--- config.mk ---
export PLATFORM = sky130hd
export DESIGN_NAME = wkp_detector
export DESIGN_NICKNAME = d
export VERILOG_FILES = /design/src/rtl/wkp_pkg.sv /design/src/rtl/wkp_sync.sv /design/src/rtl/wkp_edge.sv /design/src/rtl/wkp_regs.sv /design/src/rtl/wkp_detector.sv
export SDC_FILE = /design/constraint.sdc
export NUM_CORES = 1
export LEC_CHECK = 0
export BUFFER_PORTS_ARGS = -buffer_cell sky130_fd_sc_hd__buf_2
export CORE_ASPECT_RATIO = 1.5
export CORE_MARGIN = 2
export CORE_UTILIZATION = 47
export DETAILED_ROUTE_END_ITERATION = 10
export GPL_ROUTABILITY_DRIVEN = 0
export PLACE_DENSITY = 0.76
export REMOVE_ABC_BUFFERS = 1
export SETUP_SLACK_MARGIN = 0.02
export SLEW_MARGIN = 10
export SYNTH_ARGS = -nofsm -noshare
export SYNTH_HDL_FRONTEND = slang
export SYNTH_HIERARCHICAL = 1
export SYNTH_SLANG_ARGS = --single-unit
--- constraint.sdc ---
create_clock -name clk -period 1.2 [get_ports clk]
set_input_delay 0.18 -clock clk [delete_from_list [all_inputs] [get_ports clk]]
set_output_delay 0.18 -clock clk [all_outputs]
set_load 0.1 [all_outputs]
--- src/rtl/wkp_pkg.sv ---
package wkp_pkg;
    localparam int PINS     = 8;
    localparam int DATA_W   = 32;
    localparam int ADDR_W   = 2;
    localparam int PULL_W   = 2;
    localparam int PULL_LSB = 16;
    localparam int POL_LSB  = PINS;
    localparam int RSEC_BIT = 11;

    typedef enum logic [ADDR_W-1:0] {
        A_CFG  = 2'd0,
        A_STAT = 2'd1,
        A_CLR  = 2'd2,
        A_SEC  = 2'd3
    } reg_addr_e;

    typedef struct packed {
        logic [PINS*PULL_W-1:0] pull;
        logic [PINS-1:0]        pol;
        logic [PINS-1:0]        en;
    } cfg_t;

    typedef struct packed {
        logic            ret;
        logic [PINS-1:0] pin;
    } sec_t;

    function automatic logic [DATA_W-1:0] sec_to_word(sec_t s);
        logic [DATA_W-1:0] w;
        w = '0;
        w[PINS-1:0] = s.pin;
        w[RSEC_BIT] = s.ret;
        return w;
    endfunction
endpackage

--- src/rtl/wkp_sync.sv ---
module wkp_sync #(
    parameter int W = 8
) (
    input  logic         clk,
    input  logic         rst,
    input  logic [W-1:0] d_async,
    output logic [W-1:0] d_sync
);
    for (genvar i = 0; i < W; i++) begin : g_bit
        logic st1, st2;
        always_ff @(posedge clk) begin
            if (rst) begin
                st1 <= 1'b0;
                st2 <= 1'b0;
            end else begin
                st1 <= d_async[i];
                st2 <= st1;
            end
        end
        assign d_sync[i] = st2;
    end
endmodule

--- src/rtl/wkp_edge.sv ---
module wkp_edge #(
    parameter int W = 8
) (
    input  logic         clk,
    input  logic         rst,
    input  logic [W-1:0] lvl,
    input  logic [W-1:0] en,
    input  logic [W-1:0] pol,
    output logic [W-1:0] evt
);
    for (genvar i = 0; i < W; i++) begin : g_pin
        logic lvl_d, en_d;
        logic act_now, act_prev;
        always_ff @(posedge clk) begin
            if (rst) begin
                lvl_d <= 1'b0;
                en_d  <= 1'b0;
            end else begin
                lvl_d <= lvl[i];
                en_d  <= en[i];
            end
        end
        // polarity 1 makes low the active level
        assign act_now  = lvl[i] ^ pol[i];
        assign act_prev = lvl_d ^ pol[i];
        // edge into active level, or enabling while already active
        assign evt[i] = en[i] & act_now & (~act_prev | ~en_d);
    end
endmodule

--- src/rtl/wkp_regs.sv ---
module wkp_regs
    import wkp_pkg::*;
(
    input  logic              clk,
    input  logic              rst,
    input  logic              we,
    input  logic [ADDR_W-1:0] addr,
    input  logic [DATA_W-1:0] wdata,
    input  logic [PINS-1:0]   evt,
    output cfg_t              cfg,
    output sec_t              sec,
    output logic [PINS-1:0]   flags,
    output logic [DATA_W-1:0] rdata
);
    logic [PINS-1:0] clr_mask;

    assign clr_mask = (we && addr == A_CLR) ? wdata[PINS-1:0] : '0;

    always_ff @(posedge clk) begin
        if (rst) begin
            cfg   <= '0;
            sec   <= '0;
            flags <= '0;
        end else begin
            if (we && addr == A_CFG) cfg <= cfg_t'(wdata);
            if (we && addr == A_SEC) begin
                sec.pin <= wdata[PINS-1:0];
                sec.ret <= wdata[RSEC_BIT];
            end
            // a set in the same cycle overrides the clear
            flags <= (flags & ~clr_mask) | evt;
        end
    end

    always_comb begin
        rdata = '0;
        case (reg_addr_e'(addr))
            A_CFG:  rdata = DATA_W'(cfg);
            A_STAT: rdata[PINS-1:0] = flags;
            A_SEC:  rdata = sec_to_word(sec);
            default: rdata = '0;
        endcase
    end

    a_r8_sticky: assert property (@(posedge clk) disable iff (rst)
        1'b1 |=> ((($past(flags) & ~$past(clr_mask)) & ~flags) == '0));
    a_r6_disabled_no_set: assert property (@(posedge clk) disable iff (rst)
        1'b1 |=> (((flags & ~$past(flags)) & ~$past(cfg.en)) == '0));
    a_r9_set_wins: assert property (@(posedge clk) disable iff (rst)
        1'b1 |=> (($past(evt) & ~flags) == '0));
endmodule

--- src/rtl/wkp_detector.sv ---
module wkp_detector
    import wkp_pkg::*;
(
    input  logic                   clk,
    input  logic                   rst,
    input  logic [PINS-1:0]        wake_pin,
    input  logic                   reg_we,
    input  logic [ADDR_W-1:0]      reg_addr,
    input  logic [DATA_W-1:0]      reg_wdata,
    output logic [DATA_W-1:0]      reg_rdata,
    output logic                   wake_req,
    output logic [PINS*PULL_W-1:0] pull_cfg,
    output logic [PINS-1:0]        pin_secure,
    output logic                   retain_secure
);
    logic [PINS-1:0] lvl_s, evt, flags;
    cfg_t cfg;
    sec_t sec;

    wkp_sync #(.W(PINS)) u_sync (
        .clk(clk), .rst(rst), .d_async(wake_pin), .d_sync(lvl_s)
    );

    wkp_edge #(.W(PINS)) u_edge (
        .clk(clk), .rst(rst), .lvl(lvl_s), .en(cfg.en), .pol(cfg.pol), .evt(evt)
    );

    wkp_regs u_regs (
        .clk(clk), .rst(rst), .we(reg_we), .addr(reg_addr), .wdata(reg_wdata),
        .evt(evt), .cfg(cfg), .sec(sec), .flags(flags), .rdata(reg_rdata)
    );

    assign wake_req      = |flags;
    assign pull_cfg      = cfg.pull;
    assign pin_secure    = sec.pin;
    assign retain_secure = sec.ret;

    a_r8_clear_reads_zero: assert property (@(posedge clk) disable iff (rst)
        (reg_addr == A_CLR) |-> (reg_rdata == '0));
    a_r11_req_follows: assert property (@(posedge clk) disable iff (rst)
        wake_req |-> (reg_addr != A_STAT || reg_rdata[PINS-1:0] != '0));
endmodule

[Word-level counts from Yosys, hierarchy flattened]
Cells that the tools add are included.
Cells by class
  mux-type cells: 3
  eq/ne operators: 3
  reductions and logical operators: 5
  bitwise logic cells: 59
Operators with widths (count)
  24-bit one-hot mux with 2 select lines: 1
  8-bit one-hot mux with 3 select lines: 1
  1-bit bitwise AND: 16
  1-bit NOT: 16
  1-bit XOR: 16
  8-bit bitwise AND: 1
  8-bit 2-to-1 mux: 1
  8-bit NOT: 1
  1-bit OR: 8
  8-bit OR: 1
  8-bit OR reduction: 1
  2-bit == test (second input constant): 2
  1-bit logical AND: 3
  2-bit by 1-bit == test with 1-bit output (second input constant): 1
  2-bit zero test: 1
Word-level totals
  word-level logic and storage cells: 108
  input port bits: 45
  register bits: 81

[Logic depth before layout (Yosys ltp)]
  depth after elaboration: 6
  mapped depth: 7
  depth with buffers taken out: 5

[Hierarchy]
Netlist, hierarchy kept.
By module, submodules not included
  wkp_regs: area an instance 2492.4 um^2, cells each 274, seq. area each 980.9 um^2, times used 1
  wkp_edge: area an instance 655.6 um^2, cells each 73, seq. area each 320.3 um^2, times used 1
  wkp_sync: area an instance 524.3 um^2, cells each 41, seq. area each 320.3 um^2, times used 1
  wkp_detector: area an instance 16.3 um^2, cells each 3, seq. area each 0.0 um^2, times used 1

[Least setup slack after synthesis]
Ideal clock, no wire load.
  path type: register -> output
  from: reg u_regs/sec[0] (netlist name)
  to: out reg_rdata[0]
  stages on the path, launching flop included: 3
  path slack: -1.366 ns
  arrival: 2.386 ns
  cell sequence: dfxtp_1 -> a222oi_1 -> nor2_1
On the way
  longest elaborated chain between the ends: 1
Ends and longest elaborated chain
  8-bit one-hot mux with 3 select lines: line wkp_regs.sv:37  | case (reg_addr_e'(addr))
  to (decl): line wkp_detector.sv:10  | output logic [DATA_W-1:0] reg_rdata,
No other way between the ends.

[Worst setup path after layout]
  from: reg u_regs.flags[6]
  to: out reg_rdata[6]
On the way
  longest elaborated chain between the ends: 1
Ends and longest elaborated chain
  from (decl): line wkp_regs.sv:12  | output logic [PINS-1:0] flags,
  from (signal assigned): line wkp_regs.sv:31  | flags <= (flags & ~clr_mask) | evt;
  8-bit one-hot mux with 3 select lines: line wkp_regs.sv:37
No other way between the ends.

==> out/metrics.cfg <==
[die]
start_util_pct = 48.5
die_height_um = 113
dieArea_um2 = 8590
core.rowCount = 39
io_pins = 103
die_x_um = 76.3
core_area_um2 = 7610

[placed_design]
portBuffers = 102
dpl.hpwl_um = 6370
placed_cell_area_um2 = 5250

[clocking]
clock-root-buffer = clkbuf_16
cts_max_level = 3
cts_buffers = 9
clk_path_buf_depth = 2
cts_sinks = 81
clk_pin_slew_ns = 0.06
cts_tree = built
insertion_delay_ns = 0.33

[synth]
yosysTopAreaCell = dfxtp_1
synth_area_um2 = 3690
synth-seq-area-share_pct = 44.0
yosys_warnings = 6
yosysTopAreaCellShare_pct = 44.0
avgSynthCellArea_um2 = 9.43
synth-seq-cells = 81
yosys.cell_types.count = 25
synthCells = 391
synth_area_leaders = dfxtp_1, a21bo_2, a21oi_1

[worst_setup_path]
max_stage_delay_ns = 0.33
critPathCaptureType = output port
crit_family = flip-flops
crit_slowest_cell = dfxtp_2
arrival_ns = 1.43
critPathLaunchType = register
cp-startpoint = u_regs/flags[6]
critPathMaxFanout = 2
path_buf_inv = 2
timing.rr.start = u_edge/g_pin[4].en_d
regToRegSetupSlack_ns = -0.03
worstPathCellList = buf_6, a222oi_1, nor2_1, buf_12
required_ns = 1.02
path_class = register to output port

[global_route]
grt.total_usage_pct = 21.8
grt_pass1_vias = 3309
grt_first_pass_wirelength_um = 15100
antenna_found_initial = 0
globalRoute.totalOverflow = 0
grt_max_degree = 45

[sta]
fin_skew_ns = 0.00608
relSlewSlack_pct = 76.8
rsz0062_at_grt = true
whs_ns = 0.0601
setup_slack_ns = -0.408
setup_viol = 37
min_period_ns = 1.61
min_period_over_period_pct = 134
fmax_ghz = 0.622
tns_ns = -6.05
hold_viol_final = 0
tightest_slew_ns = 0.348
drv_slew = 0

[route]
viasPerCell = 5.25
routed_wl_um = 9260
dr.pass1.iters = 5
drtIter0Drc = 181
wl_per_cell_um = 14.9
drc = 0
ant_nets = 0
vias = 3258

[power]
p_per_area_nw_per_um2 = 1100
p_leak_uw = 0.00243
power_uw = 6500
ir_drop_mv = 0.809

[layout]
stdcell_area_um2 = 5930
drive_gt1_share_pct = 57.6
layout.nets = 563
fillers = 503
n_antenna_cell = 0
area_growth_pct = 60.7

[outcome]
status = finished with violations
violations = negative setup slack

[job]
drv_cap = 0

[worst_hold_path]
hold_class = input pin to register
min_from = wake_pin[3]

[metrics by stage]
step / setup slack [ns] / std cells / util (%)
final: -0.408 / 621 / 77.9
after floorplan: -2.48 / 350 / -
after detailed placement: -0.398 / 592 / 69.0
after global placement: -0.384 / 592 / 69.0
after CTS: -0.355 / 613 / 74.7
after global routing: -0.427 / 621 / 77.9
[placed cells by master (no fill, tap or decap), types with 2 or more instances in the layout]
cell type  count
nand3_1       41
clkbuf_1       3
clkbuf_8       2
a21bo_2       41
and4b_1        8
and2_1         5
a222oi_1       8
dfxtp_2       26
buf_2         42
nor3_1         3
o21a_1         8
and3_4         7
clkbuf_16      9
dfxtp_1       54
nor2b_2        7
nor2b_1       11
and2b_2        6
buf_8          3
a21oi_1       41
a211oi_2       8
ha_1           2
nand2b_4       8
buf_12        62
and2_4        18
nor3_2         5
buf_6          4
nor2_1        24
inv_1          8
buf_4         42
[synthesized netlist by cell type (all sizes together)]
library cell / instances
a211oi: 8
a21bo: 41
a21oi: 41
a222oi: 8
a22oi: 1
and2: 23
and2b: 6
and3: 8
and4b: 8
buf: 35
clkbuf: 6
dfxtp: 81
ha: 4
inv: 10
nand2: 1
nand2b: 8
nand3: 41
nor2: 25
nor2b: 18
nor3: 8
nor4: 2
o21a: 8
[metal layers]
metal,GRT usage [%],wire (um),up-vias
li1,-,-,1604
met3,5.87,491,10
met4,8.61,120,0
met5,0,0,-
met2,39.4,5080,86
met1,24.1,3570,1558
[timing repair]
action / 4_1_cts / 5_1_grt
pin swaps: 21 / 18
cloned: 0 / 0
hold buffers: 0 / 0
setup buffers: 5 / 8
setup endpoints to repair: 40 / 43
gates resized for setup: 47 / 47
[report_power, final]
part / switching, uW / internal (uW)
sequential: 64.4 / 2780
clock: 1020 / 1510
combinational: 648 / 478
[state kept, by name, indices dropped and copies added, names as in the netlist]
| signal | flops |
|---|---|
| u_regs/flags | 8 |
| u_sync/g_bit.st1 | 8 |
| u_regs/cfg | 32 |
| u_edge/g_pin.lvl_d | 8 |
| u_regs/sec | 9 |
| u_edge/g_pin.en_d | 8 |
| u_sync/g_bit.st2 | 8 |
[final timing paths]
kind                                       endpoint  depth (start not counted)
worst max-delay path                   reg_rdata[6]                          4
worst min-delay path            u_sync/g_bit[3].st1                          2
worst max register to register      u_regs/flags[4]                          5
worst min register to register  u_sync/g_bit[2].st2                          1
[logic make-up (layout without fill, tap and decap cells)]
family,after synthesis,count (layout),synth area share [%]
AO/OA/AOI/OAI,107,107,22.3
flip-flops,81,81,44.0
AND/OR/NAND/NOR,148,148,23.4
adder cells (fa/ha/maj),4,4,1.36
buffers and inverters,51,179,8.99
[cell type report]
cell class	count	area [um^2]	share of cell area (%)
multi-input combinational	259	1960	33.1
timing repair buffer	153	1860	31.3
sequential	81	1660	28.0
clock buffer	14	264	4.45
tap	102	128	2.15
inverter	10	45.0	0.760
clock inverter	2	12.5	0.211
No activity file was read; power rests on OpenSTA's default activity.
